`config.mk`:
```
export PLATFORM = sky130hd
export DESIGN_NAME = cfg_index_port
export DESIGN_NICKNAME = d
export VERILOG_FILES = /design/src/rtl/cfg_pkg.sv /design/src/rtl/cfg_key_fsm.sv /design/src/rtl/cfg_global_regs.sv /design/src/rtl/cfg_dev_bank.sv /design/src/rtl/cfg_index_port.sv
export SDC_FILE = /design/constraint.sdc
export NUM_CORES = 1
export LEC_CHECK = 0
export BUFFER_PORTS_ARGS = -buffer_cell sky130_fd_sc_hd__buf_2
export CORE_UTILIZATION = 55
export CTS_CLUSTER_DIAMETER = 50
export DETAILED_ROUTE_END_ITERATION = 6
export PLACE_DENSITY = 0.79
export SYNTH_ARGS = -nofsm -noshare
export SYNTH_HDL_FRONTEND = slang
export SYNTH_SLANG_ARGS = --single-unit
```
`constraint.sdc`:
```
create_clock -name clk -period 5.2 [get_ports clk]
set_input_delay 1.04 -clock clk [delete_from_list [all_inputs] [get_ports clk]]
set_output_delay 1.04 -clock clk [all_outputs]
set_load 0.05 [all_outputs]
```
`src/rtl/cfg_pkg.sv`:
```
package cfg_pkg;
  localparam int NSLOT = 4;
  localparam int DW    = 8;

  localparam logic [7:0] KEY_OPEN  = 8'h55;
  localparam logic [7:0] KEY_CLOSE = 8'hAA;

  localparam logic [7:0] RG_LDN   = 8'h07;
  localparam logic [7:0] RG_ID    = 8'h20;
  localparam logic [7:0] RG_REV   = 8'h21;
  localparam logic [7:0] RG_PWR   = 8'h22;
  localparam logic [7:0] RG_PMG   = 8'h23;
  localparam logic [7:0] RG_OSC   = 8'h24;
  localparam logic [7:0] RG_ACT   = 8'h30;
  localparam logic [7:0] RG_BASEH = 8'h60;
  localparam logic [7:0] RG_BASEL = 8'h61;
  localparam logic [7:0] RG_IRQA  = 8'h70;
  localparam logic [7:0] RG_IRQB  = 8'h72;
  localparam logic [7:0] RG_MODE  = 8'hF0;

  typedef enum logic {ST_LOCKED = 1'b0, ST_OPEN = 1'b1} lock_e;

  typedef enum logic [2:0] {
    F_ACT, F_BASEH, F_BASEL, F_IRQA, F_IRQB, F_MODE, F_NONE
  } field_e;

  function automatic logic [7:0] slot_ldn(input int s);
    case (s)
      0:       return 8'h00;
      1:       return 8'h04;
      2:       return 8'h05;
      default: return 8'h07;
    endcase
  endfunction

  function automatic field_e decode_field(input logic [7:0] idx);
    case (idx)
      RG_ACT:   return F_ACT;
      RG_BASEH: return F_BASEH;
      RG_BASEL: return F_BASEL;
      RG_IRQA:  return F_IRQA;
      RG_IRQB:  return F_IRQB;
      RG_MODE:  return F_MODE;
      default:  return F_NONE;
    endcase
  endfunction
endpackage

```
`src/rtl/cfg_key_fsm.sv`:
```
module cfg_key_fsm
  import cfg_pkg::*;
#(
  parameter int W = DW
) (
  input  logic         clk,
  input  logic         rst,
  input  logic         idx_wr,
  input  logic [W-1:0] wdata,
  output logic         open_o,
  output logic [W-1:0] index_o
);
  lock_e        st_q;
  logic [W-1:0] idx_q;

  always_ff @(posedge clk) begin
    if (rst) begin
      st_q  <= ST_LOCKED;
      idx_q <= '0;
    end else if (idx_wr) begin
      if (st_q == ST_LOCKED) begin
        if (wdata == W'(KEY_OPEN)) st_q <= ST_OPEN;
      end else if (wdata == W'(KEY_CLOSE)) begin
        st_q <= ST_LOCKED;
      end else begin
        idx_q <= wdata;
      end
    end
  end

  assign open_o  = (st_q == ST_OPEN);
  assign index_o = idx_q;

  assert_unlock_R2: assert property (@(posedge clk) disable iff (rst)
    (!open_o && idx_wr && wdata == W'(KEY_OPEN)) |=> open_o);
  assert_relock_R2: assert property (@(posedge clk) disable iff (rst)
    (open_o && idx_wr && wdata == W'(KEY_CLOSE)) |=> (!open_o && $stable(index_o)));
  assert_locked_index_R3: assert property (@(posedge clk) disable iff (rst)
    (!open_o) |=> $stable(index_o));
endmodule

```
`src/rtl/cfg_global_regs.sv`:
```
module cfg_global_regs
  import cfg_pkg::*;
#(
  parameter logic [7:0] ID_VAL  = 8'h4D,
  parameter logic [7:0] REV_VAL = 8'h01
) (
  input  logic       clk,
  input  logic       rst,
  input  logic       wr_en,
  input  logic [7:0] index,
  input  logic [7:0] wdata,
  output logic [7:0] ldn_o,
  output logic       hit_o,
  output logic [7:0] rdata_o
);
  logic [7:0] ldn_q, pwr_q, pmg_q, osc_q;

  always_ff @(posedge clk) begin
    if (rst) begin
      ldn_q <= '0;
      pwr_q <= '0;
      pmg_q <= '0;
      osc_q <= '0;
    end else if (wr_en) begin
      case (index)
        RG_LDN:  ldn_q <= wdata;
        RG_PWR:  pwr_q <= wdata;
        RG_PMG:  pmg_q <= wdata;
        RG_OSC:  osc_q <= wdata;
        default: ;
      endcase
    end
  end

  always_comb begin
    hit_o   = 1'b1;
    rdata_o = '0;
    case (index)
      RG_LDN:  rdata_o = ldn_q;
      RG_ID:   rdata_o = ID_VAL;
      RG_REV:  rdata_o = REV_VAL;
      RG_PWR:  rdata_o = pwr_q;
      RG_PMG:  rdata_o = pmg_q;
      RG_OSC:  rdata_o = osc_q;
      default: hit_o = 1'b0;
    endcase
  end

  assign ldn_o = ldn_q;

  assert_ldn_hold_R5: assert property (@(posedge clk) disable iff (rst)
    !(wr_en && index == RG_LDN) |=> $stable(ldn_o));
endmodule

```
`src/rtl/cfg_dev_bank.sv`:
```
module cfg_dev_bank
  import cfg_pkg::*;
(
  input  logic        clk,
  input  logic        rst,
  input  logic        sel,
  input  logic        wr_en,
  input  logic [7:0]  index,
  input  logic [7:0]  wdata,
  output logic        active_o,
  output logic [15:0] base_o,
  output logic [7:0]  irq_a_o,
  output logic [7:0]  irq_b_o,
  output logic [7:0]  rdata_o
);
  logic       act_q;
  logic [7:0] bh_q, bl_q, ia_q, ib_q, md_q;
  field_e     fld;

  assign fld = decode_field(index);

  always_ff @(posedge clk) begin
    if (rst) begin
      act_q <= 1'b0;
      bh_q  <= '0;
      bl_q  <= '0;
      ia_q  <= '0;
      ib_q  <= '0;
      md_q  <= '0;
    end else if (wr_en && sel) begin
      case (fld)
        F_ACT:   act_q <= wdata[0];
        F_BASEH: bh_q  <= wdata;
        F_BASEL: bl_q  <= wdata;
        F_IRQA:  ia_q  <= wdata;
        F_IRQB:  ib_q  <= wdata;
        F_MODE:  md_q  <= wdata;
        default: ;
      endcase
    end
  end

  always_comb begin
    rdata_o = '0;
    if (sel) begin
      case (fld)
        F_ACT:   rdata_o = {7'b0, act_q};
        F_BASEH: rdata_o = bh_q;
        F_BASEL: rdata_o = bl_q;
        F_IRQA:  rdata_o = ia_q;
        F_IRQB:  rdata_o = ib_q;
        F_MODE:  rdata_o = md_q;
        default: ;
      endcase
    end
  end

  assign active_o = act_q;
  assign base_o   = {bh_q, bl_q};
  assign irq_a_o  = ia_q;
  assign irq_b_o  = ib_q;

  assert_bank_hold_R8: assert property (@(posedge clk) disable iff (rst)
    !(wr_en && sel) |=> ($stable(base_o) && $stable(active_o) &&
                         $stable(irq_a_o) && $stable(irq_b_o)));
endmodule

```
`src/rtl/cfg_index_port.sv`:
```
module cfg_index_port
  import cfg_pkg::*;
#(
  parameter logic [7:0] ID_VAL  = 8'h4D,
  parameter logic [7:0] REV_VAL = 8'h01
) (
  input  logic                 clk,
  input  logic                 rst,
  input  logic                 bus_wr,
  input  logic                 bus_rd,
  input  logic                 bus_addr,
  input  logic [7:0]           bus_wdata,
  output logic [7:0]           bus_rdata,
  output logic [NSLOT-1:0]     dev_active,
  output logic [NSLOT*16-1:0]  dev_base,
  output logic [NSLOT*8-1:0]   dev_irq_a,
  output logic [NSLOT*8-1:0]   dev_irq_b
);
  logic             open;
  logic [7:0]       index;
  logic [7:0]       ldn;
  logic             g_hit;
  logic [7:0]       g_rdata;
  logic             idx_wr, data_wr;
  logic [NSLOT-1:0] sel_vec;
  logic [7:0]       bank_rd [NSLOT];
  logic [7:0]       bank_or;
  logic [7:0]       cfg_val;
  logic [7:0]       rdata_q;

  assign idx_wr  = bus_wr && !bus_addr;
  assign data_wr = bus_wr && bus_addr && open;

  cfg_key_fsm u_key (
    .clk     (clk),
    .rst     (rst),
    .idx_wr  (idx_wr),
    .wdata   (bus_wdata),
    .open_o  (open),
    .index_o (index)
  );

  cfg_global_regs #(.ID_VAL(ID_VAL), .REV_VAL(REV_VAL)) u_glb (
    .clk     (clk),
    .rst     (rst),
    .wr_en   (data_wr),
    .index   (index),
    .wdata   (bus_wdata),
    .ldn_o   (ldn),
    .hit_o   (g_hit),
    .rdata_o (g_rdata)
  );

  for (genvar s = 0; s < NSLOT; s++) begin : g_slot
    assign sel_vec[s] = (ldn == slot_ldn(s));
    cfg_dev_bank u_bank (
      .clk      (clk),
      .rst      (rst),
      .sel      (sel_vec[s]),
      .wr_en    (data_wr),
      .index    (index),
      .wdata    (bus_wdata),
      .active_o (dev_active[s]),
      .base_o   (dev_base[s*16 +: 16]),
      .irq_a_o  (dev_irq_a[s*8 +: 8]),
      .irq_b_o  (dev_irq_b[s*8 +: 8]),
      .rdata_o  (bank_rd[s])
    );
  end

  always_comb begin
    bank_or = '0;
    for (int s = 0; s < NSLOT; s++) bank_or = bank_or | bank_rd[s];
    cfg_val = g_hit ? g_rdata : bank_or;
  end

  always_ff @(posedge clk) begin
    if (rst) begin
      rdata_q <= '0;
    end else if (bus_rd) begin
      if (!open)         rdata_q <= 8'hFF;
      else if (bus_addr) rdata_q <= cfg_val;
      else               rdata_q <= index;
    end
  end

  assign bus_rdata = rdata_q;

  assert_locked_read_R3: assert property (@(posedge clk) disable iff (rst)
    (!open && bus_rd) |=> (bus_rdata == 8'hFF));
  assert_id_read_R4: assert property (@(posedge clk) disable iff (rst)
    (open && bus_rd && bus_addr && index == RG_ID) |=> (bus_rdata == ID_VAL));
  assert_unsup_read_R9: assert property (@(posedge clk) disable iff (rst)
    (open && bus_rd && bus_addr && sel_vec == '0 && !g_hit) |=> (bus_rdata == 8'h00));
  assert_one_bank_R8: assert property (@(posedge clk) disable iff (rst)
    $onehot0(sel_vec));
  assert_rdata_hold_R1: assert property (@(posedge clk) disable iff (rst)
    !bus_rd |=> $stable(bus_rdata));
endmodule

```
Word-level counts from Yosys, hierarchy flattened
Cells that the tools add are included.
{ "word_totals": {"register_bits": 213, "input_bits": 13, "output_inout_bits": 140, "elab_cells": 114} }
{ "op_classes": {"eq_ne": 22, "mux": 17, "bitwise": 4, "reduce_logical": 40} }
{ "op_table": {"columns": ["operator", "n"], "rows": [
  ["8-bit case mux with 6 select lines", 5],
  ["8-bit two-way mux", 7],
  ["2-bit AND reduction", 28],
  ["8-bit by 6-bit equality test with 1-bit output (second input constant)", 6],
  ["8-bit by 7-bit equality test with 1-bit output (second input constant)", 5],
  ["8-bit by 3-bit equality test with 1-bit output (second input constant)", 4],
  ["8-bit OR", 3],
  ["3-bit case mux with 6 select lines", 1],
  ["8-bit equality test (second input constant)", 2],
  ["8-bit zero test", 1],
  ["1-bit logical AND", 7],
  ["3-bit by 2-bit equality test with 1-bit output (second input constant)", 2],
  ["3-bit equality test (second input constant)", 2],
  ["6-bit OR reduction", 1],
  ["1-bit two-way mux", 4],
  ["3-bit by 1-bit equality test with 1-bit output (second input constant)", 1],
  ["3-bit zero test", 1],
  ["3-bit AND reduction", 1],
  ["1-bit zero test", 1],
  ["1-bit NOT", 1]
]} }

Logic depth before layout (Yosys ltp)
Gate-level depths: netlist of the first run.
{ "depth": {"word_depth": 11, "mapped_depth": 14} }

Cells and area by module
Synthesis of the first run repeated with hierarchy kept, for this count alone.
{ "hier_totals": {"cells_unflattened": 1217, "hier_area_um2": 11131.9} }
{ "by_module_without_submodules": {"columns": ["mod", "n_inst", "cells_each", "area_per_inst_um2"], "rows": [
  ["cfg_dev_bank (g_slot[1].u_bank ...)", 3, 241, 2154.6],
  ["cfg_dev_bank (g_slot[0].u_bank)", 1, 217, 2080.7],
  ["cfg_global_regs", 1, 164, 1620.3],
  ["cfg_index_port", 1, 71, 554.3],
  ["cfg_key_fsm", 1, 42, 412.9]
]} }

Worst setup path after synthesis of the first run
OpenSTA, ideal clock, no wires.
{ "synth_path": {"path_kind": "register -> register", "startpoint": "register u_key.idx_q[1], in the netlist u_key.index_o[1]", "endpoint": "register rdata_q[1], in the netlist bus_rdata[1]", "arrival_time_ns": 2.722, "required_ns": 5.114, "setup_slack_ns": 2.392, "stages_incl_launch_ff": 14, "n_path_buf": 3, "path_cell_list": "dfxtp_1 > buf_6 > xor2_2 > and3_4 > inv_2 > ha_1 > nor4b_4 > and3_1 > clkbuf_1 > buf_2 > a222oi_1 > o22ai_1 > a21oi_1 > a211oi_1"} }
{ "synth_via": {"elab_chain_len": 11, "elab_cells_between_ends": 36} }
{ "synth_lines": {"columns": ["item", "line", "source"], "rows": [
  ["from (decl)", "cfg_key_fsm.sv:14", "logic [W-1:0] idx_q;"],
  ["from (signal assigned)", "cfg_key_fsm.sv:26", "idx_q <= wdata;"],
  ["8-bit equality test (tied with other cells)", "cfg_pkg.sv:37", "case (idx)"],
  ["3-bit case mux with 6 select lines", "cfg_pkg.sv:37", null],
  ["3-bit equality test (tied with other cells)", "cfg_dev_bank.sv:46", "case (fld)"],
  ["8-bit case mux with 6 select lines", "cfg_dev_bank.sv:46", null],
  ["8-bit two-way mux", "cfg_dev_bank.sv:45", "if (sel) begin"],
  ["8-bit OR (3 in a row)", "cfg_index_port.sv:73", "for (int s = 0; s < NSLOT; s++) bank_or = bank_or | bank_rd[s];"],
  ["8-bit two-way mux", "cfg_index_port.sv:74", "cfg_val = g_hit ? g_rdata : bank_or;"],
  ["8-bit two-way mux (*)", "cfg_index_port.sv:82", "else if (bus_addr) rdata_q <= cfg_val;"],
  ["8-bit two-way mux (*)", "cfg_index_port.sv:81", "if (!open) rdata_q <= 8'hFF;"],
  ["to (signal assigned)", "cfg_index_port.sv:82", null],
  ["to (signal assigned)", "cfg_index_port.sv:83", "else rdata_q <= index;"],
  ["to (decl)", "cfg_index_port.sv:29", "logic [7:0] rdata_q;"]
]} }
Mark *: on every way between the ends. The rest lies on a longest branch, timed or not.
A chain may end at the register's enable or synchronous reset.

Final worst setup path of the first run
{ "layout_path": {"startpoint": "register u_key.idx_q[1], in the netlist u_key.index_o[1]", "endpoint": "register rdata_q[3], in the netlist bus_rdata[3]"} }
{ "layout_via": {"elab_chain_len": 11, "elab_cells_between_ends": 36} }
{ "layout_lines": {"columns": ["item", "line"], "rows": [
  ["8-bit equality test (tied with other cells)", "cfg_pkg.sv:37"],
  ["3-bit case mux with 6 select lines", "cfg_pkg.sv:37"],
  ["3-bit equality test (tied with other cells)", "cfg_dev_bank.sv:46"],
  ["8-bit case mux with 6 select lines", "cfg_dev_bank.sv:46"],
  ["8-bit two-way mux", "cfg_dev_bank.sv:45"],
  ["8-bit OR (3 in a row)", "cfg_index_port.sv:73"],
  ["8-bit two-way mux (*)", "cfg_index_port.sv:74"],
  ["8-bit two-way mux (*)", "cfg_index_port.sv:82"],
  ["8-bit two-way mux (*)", "cfg_index_port.sv:81"]
]} }
Marked as above.

==> results of run 1 <==
cell usage after synthesis (3+ instances only):
master	instances	area share, %
nand2b_1	3	0.19
nor2_1	72	2.8
nor3_1	8	0.41
o22ai_1	11	0.70
and2_1	4	0.26
a211oi_1	8	0.61
o21ai_0	10	0.51
nand4b_1	3	0.27
dfxtp_1	213	44
mux2_2	4	0.46
nand3_1	40	2.0
inv_1	5	0.19
buf_6	6	0.69
a211oi_2	3	0.38
clkbuf_1	60	2.3
a22oi_1	13	1.0
nand2_1	365	14
and3_1	14	0.90
nor4_1	7	0.45
a222oi_1	28	2.9
mux2i_1	38	3.9
a211o_1	6	0.54
nor2_2	17	1.1
buf_4	6	0.46
buf_2	23	1.2
a31oi_1	5	0.32
and4bb_1	3	0.38
a22o_1	9	0.81
nand4_1	15	0.96
a21oi_1	193	9.9
where the power goes:
group / leakage [nW] / internal (mW) / switching, mW / total (mW)
registers: 1.72 / 1.64 / 0.00553 / 1.64
logic: 1.99 / 0.0174 / 0.0919 / 0.109
clock network: 0.435 / 1.18 / 0.728 / 1.91
total: 4.14 / 2.84 / 0.826 / 3.66
per-stage QoR:
step / setup WS, ps / power, mW / util [%]
floorplan: 2392 / 1.746 / -
global placement: 1585 / 1.784 / 60.07
detailed placement: 1547 / 1.783 / 60.07
CTS: 1516 / 3.656 / 65.28
global route: 1175 / 3.736 / 65.28
finish: 1421 / 3.661 / 65.28
how the worst min path moves through the flow:
stage	slack, ps	cells past startpoint	start	end
after CTS	450	2	g_slot[1].u_bank.md_q[0]	g_slot[1].u_bank.md_q[0]
after global placement	440	2	g_slot[0].u_bank.md_q[3]	g_slot[0].u_bank.md_q[3]
after detailed placement	440	2	g_slot[3].u_bank.md_q[7]	g_slot[3].u_bank.md_q[7]
final	460	2	g_slot[3].u_bank.md_q[7]	g_slot[3].u_bank.md_q[7]
after global routing	470	2	g_slot[1].u_bank.md_q[1]	g_slot[1].u_bank.md_q[1]
after floorplan	430	2	g_slot[2].u_bank.md_q[1]	g_slot[2].u_bank.md_q[1]
cells in the final DEF, fill, tap and decap left out, drive strengths merged, types with 3 or more instances in the layout:
cell,instances
nand2b,3
and4bb,3
clkbuf,31
a22oi,13
a211oi,11
nand2,367
o22ai,11
mux2,4
a22o,9
bufinv,5
nand3,40
nand4,15
nand4b,3
a21oi,193
o21ai,11
clkinvlp,3
mux2i,38
dfxtp,213
buf,159
nor4b,5
clkinv,5
a222oi,28
and2,6
a31oi,5
and3,15
inv,8
a211o,6
nor3,11
nor2,89
nor4,11
worst max-delay path, cell delays in order, from the launching register on:
cell	delay (ps)
dfxtp_1	500
and4bb_1	620
nand3_1	220
ha_1	360
nor4b_4	420
and3_1	670
a222oi_1	310
o22ai_1	280
a211oi_2	70
a211oi_1	240
metal layers:
metal	vias to the layer above	wire length [um]	track usage (%)
li1	4555	-	-
met1	4842	13930	52.61
met5	-	0	0
met2	757	16880	63.59
met4	0	1592	17.23
met3	119	4290	6.360
logic make-up (layout without fill, tap and decap cells):
| logic type | Yosys count | in the layout | share of synthesized area, % |
|---|---|---|---|
| AOI/OAI and AO/OA | 306 | 306 | 19.53 |
| buffers and inverters | 102 | 211 | 4.899 |
| xor gates and xnor gates | 2 | 2 | 0.4478 |
| and+or+nand+nor | 581 | 581 | 27.05 |
| adders and majority gates | 1 | 1 | 0.1279 |
| DFF | 213 | 213 | 43.59 |
| muxes | 42 | 42 | 4.349 |
registers in the layout (all words and copies together) (netlist names):
| register | flops |
|---|---|
| g_slot.u_bank.irq_b_o | 32 |
| bus_rdata | 8 |
| u_glb.pmg_q | 8 |
| u_glb.osc_q | 8 |
| g_slot.u_bank.bl_q | 32 |
| u_glb.ldn_o | 8 |
| u_glb.pwr_q | 8 |
| u_key.open_o | 1 |
| u_key.index_o | 8 |
| g_slot.u_bank.irq_a_o | 32 |
| g_slot.u_bank.bh_q | 32 |
| g_slot.u_bank.active_o | 4 |
| g_slot.u_bank.md_q | 32 |
area by class of cell:
class / count / area (um2) / area share [%]
Clock buffer: 31 / 678.2 / 5.986
Clock inverter: 15 / 225.2 / 1.988
Inverter: 6 / 22.52 / 0.1988
Multi-Input combinational cell: 932 / 5039 / 44.47
Sequential cell: 213 / 4264 / 37.64
Tap cell: 225 / 281.5 / 2.485
Timing Repair Buffer: 159 / 819.5 / 7.234
==> metrics.md, run 1 <==
| Metric | Value |
|---|---|
| Run status | `completed` |
| Worst-skew pair later-pin latency | `540 ps` |
| Fin. max-slew vios | `0` |
| Die Ht | `135.4 um` |
| Slew headroom | `30.61%` |
| Synth Net Count | `1261` |
| Placed cell area | `10430 um2` |
| DR WL/cell | `23.21 um` |
| Leakage | `4.139 nW` |
| First-pass detailed-route iteration total | `7` |
| Crit path time final | `3779 ps` |
| Synth Cell Area | `9782 um2` |
| Layout fillers | `1524` |
| Initial DRC count | `1368` |
| R2R Path End | `bus_rdata[3]` |
| Area of the die | `18320 um2` |
| Worst setup path start | `u_key.index_o[1]` |
| Hold Buf Count CTS | `0` |
| Drt total wl | `36.69 mm` |
| Initial antenna violation count | `0` |
| Num CTS Buffers | `25` |
| Type of origin of the critical path | `flip-flop` |
| Vias per std cell | `6.498` |
| Maximum number of pins on one net before global-route repair | `140` |
| Final instance area | `11330 um2` |
| Clock-pin slew on the worst setup and hold paths | `60 ps` |
| NumNets Final | `1351` |
| Vias in the first global route | `9168` |
| Yosys warns | `0` |
| Diode count | `0` |
| Avg Inst Size Synth | `7.844 um2` |
| Clock skew | `18.68 ps` |
| GR Overflow Total | `0` |
| Starting Density | `56.36%` |
| Worst-Margin Slew | `1041 ps` |
| Number of enable flip-flop cells after synthesis | `0` |
| CTS tree | `yes` |
| Prevailing post-synth register cell | `dfxtp_1` |
| Hold_ws | `456.8 ps` |
| Critical R2R Launch | `u_key.index_o[1]` |
| Max Cap Viol | `0` |
| Unique masters post-synth | `71` |
| Fin Setup TNS | `0 ps` |
| CP required | `5650 ps` |
| H-tree Lvls | `1` |
| R2R cell count | `9` |
| Post-CTS Setup Bufs | `0` |
| RSZ-0062 raised after global routing | `false` |
| Core Region | `17360 um2` |
| Mapped Cells | `1247` |
| Endpoint type of the worst setup path | `flip-flop` |
| Placed Instances | `1535` |
| Final std cells w/o fill | `1581` |
| Worst EP arrival | `4230 ps` |
| Detailed-route DRC error count | `0` |
| Root buf cell | `clkbuf_16` |
| Vias post-DR | `10273` |
| CP Class | `reg -> reg` |
| Worst Setup EP | `bus_rdata[3]` |
| Power per cell area | `323.1 nW/um2` |
| GP Congestion | `0.9949` |
| Number of I/O pins | `153` |
| Sequential fraction of the synthesis area | `43.59%` |
| Global Route Usage Sum | `39.64%` |
| Resized Gates After CTS | `0` |
| Setup violators final | `0` |
| Ys async rst share | `0%` |
| Cell Rows | `48` |
| Die Wd | `135.4 um` |
| Fmax | `264.6 MHz` |
| Count of state elements after synthesis | `213` |
| Port Buffers | `152` |
| Final Hold Fails | `0` |
| Final period util | `72.67%` |
| First-pass GRT wire length | `55.18 mm` |
| FF-to-FF setup slack | `1420 ps` |
| Post-DP HPWL | `24.93 mm` |
| Worst Hold Class | `reg -> reg` |
| Crit Path Max Fanout | `17` |
| Layout cell share with drive strength beyond 1 | `18.36%` |
| Clock tree buffer depth | `3` |
| Synth-to-Final Area Change | `15.82%` |
| Maximum VDD drop | `253.2 uV` |
| DRT antenna net count | `0` |
| # clock sinks | `213` |
Power figures use the tool's default switching activity.
==> run 2: changes to the inputs <==
--- a/config.mk
+++ b/config.mk
@@ -5,6 +5,7 @@
 export SDC_FILE = /design/constraint.sdc
 export NUM_CORES = 1
 export LEC_CHECK = 0
+export ABC_AREA = 1
 export BUFFER_PORTS_ARGS = -buffer_cell sky130_fd_sc_hd__buf_2
 export CORE_UTILIZATION = 55
 export CTS_CLUSTER_DIAMETER = 50
==> constraint.sdc (replaced) <==
create_clock -name clk -period 3.7 [get_ports clk]
set_input_delay 0.74 -clock clk [delete_from_list [all_inputs] [get_ports clk]]
set_output_delay 0.74 -clock clk [all_outputs]
set_load 0.05 [all_outputs]
==> metrics.md, run 2 <==
| Metric | Value |
|---|---|
| Clock skew | `15.39 ps (-3.284 ps)` |
| Yosys warns | `0 (unchanged)` |
| Setup violators final | `0 (unchanged)` |
| Initial antenna violation count | `0 (unchanged)` |
| Clock power share | `48.5% (-3.7 points)` |
| Int Pwr | `3.697 mW (+30%)` |
| Critical R2R Launch | `u_key.index_o[2]` |
| Prevailing post-synth register cell | `dfxtp_1` |
| Count of state elements after synthesis | `213 (unchanged)` |
| Starting Density | `57.00% (+0.64 points)` |
| Worst Hold Class | `reg -> reg` |
| GR Overflow Total | `0 (unchanged)` |
| CP Class | `reg -> reg` |
| Clock-pin slew on the worst setup and hold paths | `60 ps (about the same)` |
| Diode count | `0 (unchanged)` |
| Crit Path Max Fanout | `13 (-4)` |
| Detailed-route DRC error count | `0 (unchanged)` |
| Resized Gates After CTS | `0 (unchanged)` |
| Maximum VDD drop | `393.8 uV (+56%)` |
| Slew headroom | `35.33% (+4.7 points)` |
| Final period util | `89.96% (+17 points)` |
| Worst-Margin Slew | `970.0 ps (-70.84 ps)` |
| Area of the die | `18720 um2 (+2.2%)` |
| Worst-skew pair later-pin latency | `520 ps (-20 ps)` |
| Mapped Cells | `1418 (+14%)` |
| Fin Setup TNS | `0 ps (unchanged)` |
| CTS tree | `yes` |
| Cell Rows | `48 (unchanged)` |
| DR WL/cell | `19.36 um (-17%)` |
| Core Region | `17540 um2 (+1.0%)` |
| Sequential power share | `47.8% (+3.0 points)` |
| Most used cell, CP | `nand2_1` |
| Ys async rst share | `0% (unchanged)` |
| Unique masters post-synth | `38 (-46%)` |
| Worst EP arrival | `3770 ps (-460 ps)` |
| Vias post-DR | `10524 (+2.4%)` |
| Number of I/O pins | `153 (unchanged)` |
| R2R cell count | `21 (+12)` |
| H-tree Lvls | `1 (unchanged)` |
| Avg Inst Size Synth | `7.049 um2 (-10%)` |
| CP required | `4140 ps (-1510 ps)` |
| Most common cell after layout, fill and taps aside | `nand2_1` |
| Synth Cell Area | `9996 um2 (+2.2%)` |
| First-pass GRT wire length | `52.18 mm (-5.4%)` |
| Vias in the first global route | `9269 (+1.1%)` |
| Maximum number of pins on one net before global-route repair | `81 (-42%)` |
| RSZ-0062 raised after global routing | `false` |
| FF-to-FF setup slack | `370 ps (-1050 ps)` |
| Synth cell count leaders | `nand2_1 (269), dfxtp_1 (213), a21oi_1 (205), o21ai_0 (147), inv_1 (146)` |
| First-pass detailed-route iteration total | `5 (-2)` |
| Clock tree buffer depth | `3 (unchanged)` |
| Power per cell area | `418.0 nW/um2 (+29%)` |
| Layout cell share with drive strength beyond 1 | `17.72% (-0.64 points)` |
| Number of enable flip-flop cells after synthesis | `0 (unchanged)` |
| Post-synth top area share | `42.66% (-0.93 points)` |
| Final Hold Fails | `0 (unchanged)` |
| Hold_sp | `u_glb.osc_q[0]` |
| Layout fillers | `1564 (+2.6%)` |
| Die Wd | `136.8 um (+1.1%)` |
| Port Buffers | `152 (unchanged)` |
| Bufs and invs on worst path | `2 (+2)` |
| Crit path time final | `3328 ps (-450.2 ps)` |
| Initial DRC count | `1476 (+7.9%)` |
| NumNets Final | `1542 (+14%)` |
| Yosys top cell by area | `dfxtp_1` |
| Largest stage delay on the critical path | `420 ps (-250 ps)` |
| Max Cap Viol | `0 (unchanged)` |
| Vias per std cell | `5.942 (-8.5%)` |
| Synth-to-Final Area Change | `15.43%` |
| Met3 Resource Use GR | `7.815% (+1.5 points)` |
| Net switching power | `1.126 mW (+36%)` |
| Die Ht | `136.8 um (+1.1%)` |
| Design Power | `4.823 mW (+32%)` |
| Synth Net Count | `1432 (+14%)` |
| Endpoint type of the worst setup path | `flip-flop` |
| Run status | `completed` |
| Global Route Usage Sum | `36.73% (-2.9 points)` |
| Hold Crit Depth | `2 (unchanged)` |
| Hold Buf Count CTS | `0 (unchanged)` |
| Leakage | `4.658 nW (+13%)` |
| Type of origin of the critical path | `flip-flop` |
| Most frequent cells in the layout | `nand2_1 (269), dfxtp_1 (213), a21oi_1 (205), buf_2 (152), o21ai_0 (147)` |
| # clock sinks | `213 (unchanged)` |
| Sw Share | `23.35% (+0.80 points)` |
| Num CTS Buffers | `24 (-4.0%)` |
| Cell breakdown of the critical path | `nor2_2 -> nand3_1 -> nor2_4 -> nor2_8 -> ha_1 -> nand2_1 -> nand2_1 -> nand2_2 -> buf_4 -> nand2_1 -> o21ai_1 -> nor2_1 -> nand2_1 -> nand2_1 -> nand2_1 -> inv_1 -> nand2_1 -> nand2_1 -> nand2_1 -> nand2_1 -> a21oi_1` |
| Drt total wl | `34.29 mm (-6.6%)` |
| Sequential fraction of the synthesis area | `42.66% (-0.93 points)` |
| Most numerous cell in the Yosys netlist | `nand2_1` |
| WHS Endpoint | `u_glb.osc_q[0]` |
| Worst path top cell family by delay | `simple AND/OR/NAND/NOR gates` |
| Post-DP HPWL | `23.20 mm (-6.9%)` |
| Synth area leaders | `dfxtp_1 (43%), a21oi_1 (10%), nand2_1 (10%), o21ai_0 (7.4%), inv_1 (5.5%)` |
| Slowest stage cell, crit path | `nand2_1` |
| R2R Path End | `bus_rdata[7]` |
| Post-CTS Setup Bufs | `0 (unchanged)` |
| Comb pwr share | `3.6% (+0.6 points)` |
| Fin. max-slew vios | `0 (unchanged)` |
| DRT antenna net count | `0 (unchanged)` |
| GP Congestion | `0.9929 (-0.20%)` |
| Global route hottest layer | `met2` |
| Grt met2 use | `54.17% (-9.4 points)` |
| Root buf cell | `clkbuf_16` |
| Fmax | `300.4 MHz (+14%)` |
| M1 GR Usage | `51.92% (-0.69 points)` |
[run 2: worst min-delay path, delay by kind of cell, from the launching register on]
family	cells	cell delay, ps
buffers and inverters	1	50
flip-flops	1	290
AO/OA/AOI/OAI	1	50
[run 2: worst max-delay path by stage]
stage / cells after the start / from / to
2_1_floorplan: 24 / u_key.index_o[7] / bus_rdata[0]
3_3_place_gp: 22 / u_key.index_o[3] / bus_rdata[6]
3_5_place_dp: 21 / u_key.index_o[3] / bus_rdata[6]
4_1_cts: 21 / u_key.index_o[2] / bus_rdata[2]
5_1_grt: 21 / u_key.index_o[3] / bus_rdata[7]
6_report: 21 / u_key.index_o[2] / bus_rdata[7]
[run 2: final cells by class]
| type | instances | area (um2) | area share (%) |
|---|---|---|---|
| Inverter | 166 | 626.9 | 5.433 |
| Sequential cell | 213 | 4264 | 36.96 |
| Clock inverter | 6 | 46.29 | 0.4012 |
| Tap cell | 225 | 281.5 | 2.440 |
| Clock buffer | 38 | 734.5 | 6.365 |
| Timing Repair Buffer | 175 | 945.9 | 8.198 |
| Multi-Input combinational cell | 948 | 4639 | 40.21 |
[run 2: power groups by stage]
stage	Clock, mW	Sequential, mW	Combinational (mW)
detailed placement	0	2.36	0.169
global route	2.44	2.30	0.184
global placement	0	2.36	0.168
finish	2.34	2.31	0.176
CTS	2.34	2.31	0.170
floorplan	0	2.37	0.0821
[run 2: kinds of logic after synthesis]
kind of cell	count (synthesis)	share of synthesized area (%)
buf+inv	257	10.93
simple gates	530	24.23
fa+ha+maj	1	0.1252
flops	213	42.66
compound gates	417	22.06
[run 2: routing by layer]
layer | up-vias | wire length (um)
met4 | 0 | 1402
met2 | 723 | 14590
met5 | - | 0
met3 | 112 | 4397
met1 | 4788 | 13900
li1 | 4901 | -
[run 2: metrics by stage]
step                cells  cell area [um2]  setup WS, ps  hold WS (ps)  util (%)
global placement     1727            10760         634.2         432.5     61.34
floorplan            1418             9996          1049         423.6         -
global route         1771            11540         140.3         460.6     65.80
finish               1771            11540         371.6         448.3     65.80
CTS                  1771            11540         518.3         447.4     65.80
detailed placement   1727            10760         590.6         438.6     61.34
==> run 3: changes to the inputs <==
--- a/config.mk
+++ b/config.mk
@@ -7,10 +7,12 @@
 export LEC_CHECK = 0
 export ABC_AREA = 1
 export BUFFER_PORTS_ARGS = -buffer_cell sky130_fd_sc_hd__buf_2
-export CORE_UTILIZATION = 55
+export CELL_PAD_IN_SITES_DETAIL_PLACEMENT = 1
+export CELL_PAD_IN_SITES_GLOBAL_PLACEMENT = 1
+export CORE_UTILIZATION = 30
 export CTS_CLUSTER_DIAMETER = 50
 export DETAILED_ROUTE_END_ITERATION = 6
-export PLACE_DENSITY = 0.79
+export PLACE_DENSITY = 0.63
 export SYNTH_ARGS = -nofsm -noshare
 export SYNTH_HDL_FRONTEND = slang
 export SYNTH_SLANG_ARGS = --single-unit
==> metrics.md, run 3 (synthesis results as in run 2) <==
| Metric | Value |
|---|---|
| DRT antenna net count | `0 (unchanged)` |
| Drt total wl | `42.20 mm (+23%)` |
| Max Cap Viol | `0 (unchanged)` |
| Hold Crit Depth | `2 (unchanged)` |
| WHS Endpoint | `g_slot[2].u_bank.md_q[7]` |
| Worst EP arrival | `3720 ps (-50 ps)` |
| Core Region | `32620 um2 (+86%)` |
| Most common cell after layout, fill and taps aside | `nand2_1` |
| Final std cells w/o fill | `2004 (+13%)` |
| Maximum VDD drop | `311.0 uV (-21%)` |
| Area of the multi-input gates | `4639 um2 (unchanged)` |
| Critical R2R Launch | `u_key.index_o[3]` |
| Type of origin of the critical path | `flip-flop` |
| Power per cell area | `451.4 nW/um2 (+8.0%)` |
| Cell Rows | `66 (+38%)` |
| NumNets Final | `1555 (+0.84%)` |
| Diode count | `0 (unchanged)` |
| H-tree Lvls | `1 (unchanged)` |
| Initial DRC count | `598 (-59%)` |
| RSZ-0062 raised after global routing | `false` |
| Most used cell, CP | `nand2_1` |
| First-pass detailed-route iteration total | `5 (unchanged)` |
| M1 GR Usage | `34.66% (-17 points)` |
| Root buf cell | `clkbuf_16` |
| Worst Hold Class | `reg -> reg` |
| Final period util | `88.61% (-1.3 points)` |
| Global Route Usage Sum | `24.89% (-12 points)` |
| Layout cell share with drive strength beyond 1 | `18.63% (+0.91 points)` |
| Fin. max-slew vios | `0 (unchanged)` |
| Vias post-DR | `10242 (-2.7%)` |
| Reg area | `4264 um2 (unchanged)` |
| Detailed-route DRC error count | `0 (unchanged)` |
| Slowest stage cell, crit path | `nand2_1` |
| Most frequent cells in the layout | `nand2_1 (269), dfxtp_1 (213), a21oi_1 (205), buf_2 (152), o21ai_0 (147)` |
| Fmax | `305.0 MHz (+1.5%)` |
| GR Overflow Total | `0 (unchanged)` |
| R2R cell count | `20 (-4.8%)` |
| Synth-to-Final Area Change | `21.22%` |
| Port Buffers | `152 (unchanged)` |
| Global route hottest layer | `met2` |
| Post-DP HPWL | `29.58 mm (+27%)` |
| Vias in the first global route | `10286 (+11%)` |
| Slew headroom | `39.90% (+4.6 points)` |
| Bufs and invs on worst path | `2 (unchanged)` |
| Clock tree buffer depth | `3 (unchanged)` |
| Placed Instances | `1951 (+13%)` |
| Num CTS Buffers | `30 (+25%)` |
| Hold_ws | `452.8 ps (+4.424 ps)` |
| Clock skew | `13.83 ps (-1.566 ps)` |
| Vias per std cell | `5.111 (-14%)` |
| Die Ht | `184.5 um (+35%)` |
| CP required | `4150 ps (about the same)` |
| Cell breakdown of the critical path | `inv_1 -> nand2_2 -> nor2_8 -> nand2_2 -> o21ai_4 -> inv_4 -> ha_1 -> nand2_1 -> nand2_1 -> nand2_2 -> nand2_1 -> o21ai_1 -> nor2_1 -> nand2_1 -> nand2_1 -> nand2_1 -> o21ai_1 -> nand2_1 -> nand2_1 -> a21oi_1` |
| Clock-pin slew on the worst setup and hold paths | `60 ps (about the same)` |
| Worst-Margin Slew | `893.3 ps (-76.77 ps)` |
| Die Wd | `184.5 um (+35%)` |
| Crit path time final | `3279 ps (-49.85 ps)` |
| Hold_sp | `g_slot[2].u_bank.md_q[7]` |
| Resized Gates After CTS | `0 (unchanged)` |
| Setup violators final | `0 (unchanged)` |
| Grt met2 use | `39.65% (-15 points)` |
| Layout Utilization | `37.15% (-29 points)` |
| Maximum number of pins on one net before global-route repair | `134 (+65%)` |
| Final Hold Fails | `0 (unchanged)` |
| FF-to-FF setup slack | `420 ps (+50 ps)` |
| Layout fillers | `4136 (+160%)` |
| R2R Path End | `bus_rdata[3]` |
| Initial antenna violation count | `1 (+1)` |
| Worst-skew pair later-pin latency | `560 ps (+40 ps)` |
| First-pass GRT wire length | `63.76 mm (+22%)` |
| Largest stage delay on the critical path | `520 ps (+100 ps)` |
| Endpoint type of the worst setup path | `flip-flop` |
| DR WL/cell | `21.06 um (+8.8%)` |
| CP Class | `reg -> reg` |
| GP Congestion | `0.9231 (-7.0%)` |
| # clock sinks | `213 (unchanged)` |
| Fin Setup TNS | `0 ps (unchanged)` |
| Run status | `completed` |
| Worst path top cell family by delay | `simple AND/OR/NAND/NOR gates` |
| Leakage | `4.817 nW (+3.4%)` |
| Number of I/O pins | `153 (unchanged)` |
| Starting Density | `30.64% (-26 points)` |
| Crit Path Max Fanout | `14 (+1)` |
| Post-CTS Setup Bufs | `0 (unchanged)` |
| Met3 Resource Use GR | `3.596% (-4.2 points)` |
| Area of the die | `34050 um2 (+82%)` |
| CTS tree | `yes` |
| Hold Buf Count CTS | `0 (unchanged)` |
-- run 3: layer usage --
| metal | wire length, um | vias to the layer above |
|---|---|---|
| li1 | - | 4933 |
| met1 | 19890 | 4928 |
| met2 | 18980 | 305 |
| met3 | 2148 | 76 |
| met4 | 1191 | 0 |
| met5 | 0 | - |
-- run 3: area by class of cell --
class	instances	area share (%)
clock buffer	40	6.836
clock inverter	13	1.601
inverter	166	5.173
multi-input combinational	948	38.29
sequential	213	35.19
tap	442	4.564
timing repair buffer	182	8.344
-- run 3: worst max path at each step --
stage | startpoint | end | slack, ps | cells past startpoint
after global routing | u_key.index_o[3] | bus_rdata[2] | 150 | 20
after detailed placement | u_key.index_o[3] | bus_rdata[3] | 450 | 20
after global placement | u_key.index_o[3] | bus_rdata[3] | 520 | 20
after CTS | u_key.index_o[3] | bus_rdata[3] | 420 | 20
final | u_key.index_o[3] | bus_rdata[3] | 420 | 20
after floorplan | u_key.index_o[7] | bus_rdata[0] | 1050 | 24
-- run 3: power breakdown --
part | switching, mW | internal, mW | total, mW
clock | 1.12 | 1.85 | 2.97
combinational | 0.159 | 0.0373 | 0.196
sequential | 0.00471 | 2.30 | 2.31
total | 1.28 | 4.18 | 5.47
-- run 3: tightest hold or removal path: stages, from the launching register on --
cell and delay [ps]:
dfxtp_1 290, inv_1 60, a21oi_1 50
-- run 3: metrics by stage --
stage | total power, mW | cell area (um2) | setup slack (ps)
3_3_place_gp | 2.548 | 11090 | 524.2
6_report | 5.470 | 12120 | 421.5
4_1_cts | 5.509 | 12120 | 422.3
5_1_grt | 5.617 | 12120 | 146.0
3_5_place_dp | 2.549 | 11090 | 447.3
2_1_floorplan | 2.457 | 9996 | 1049
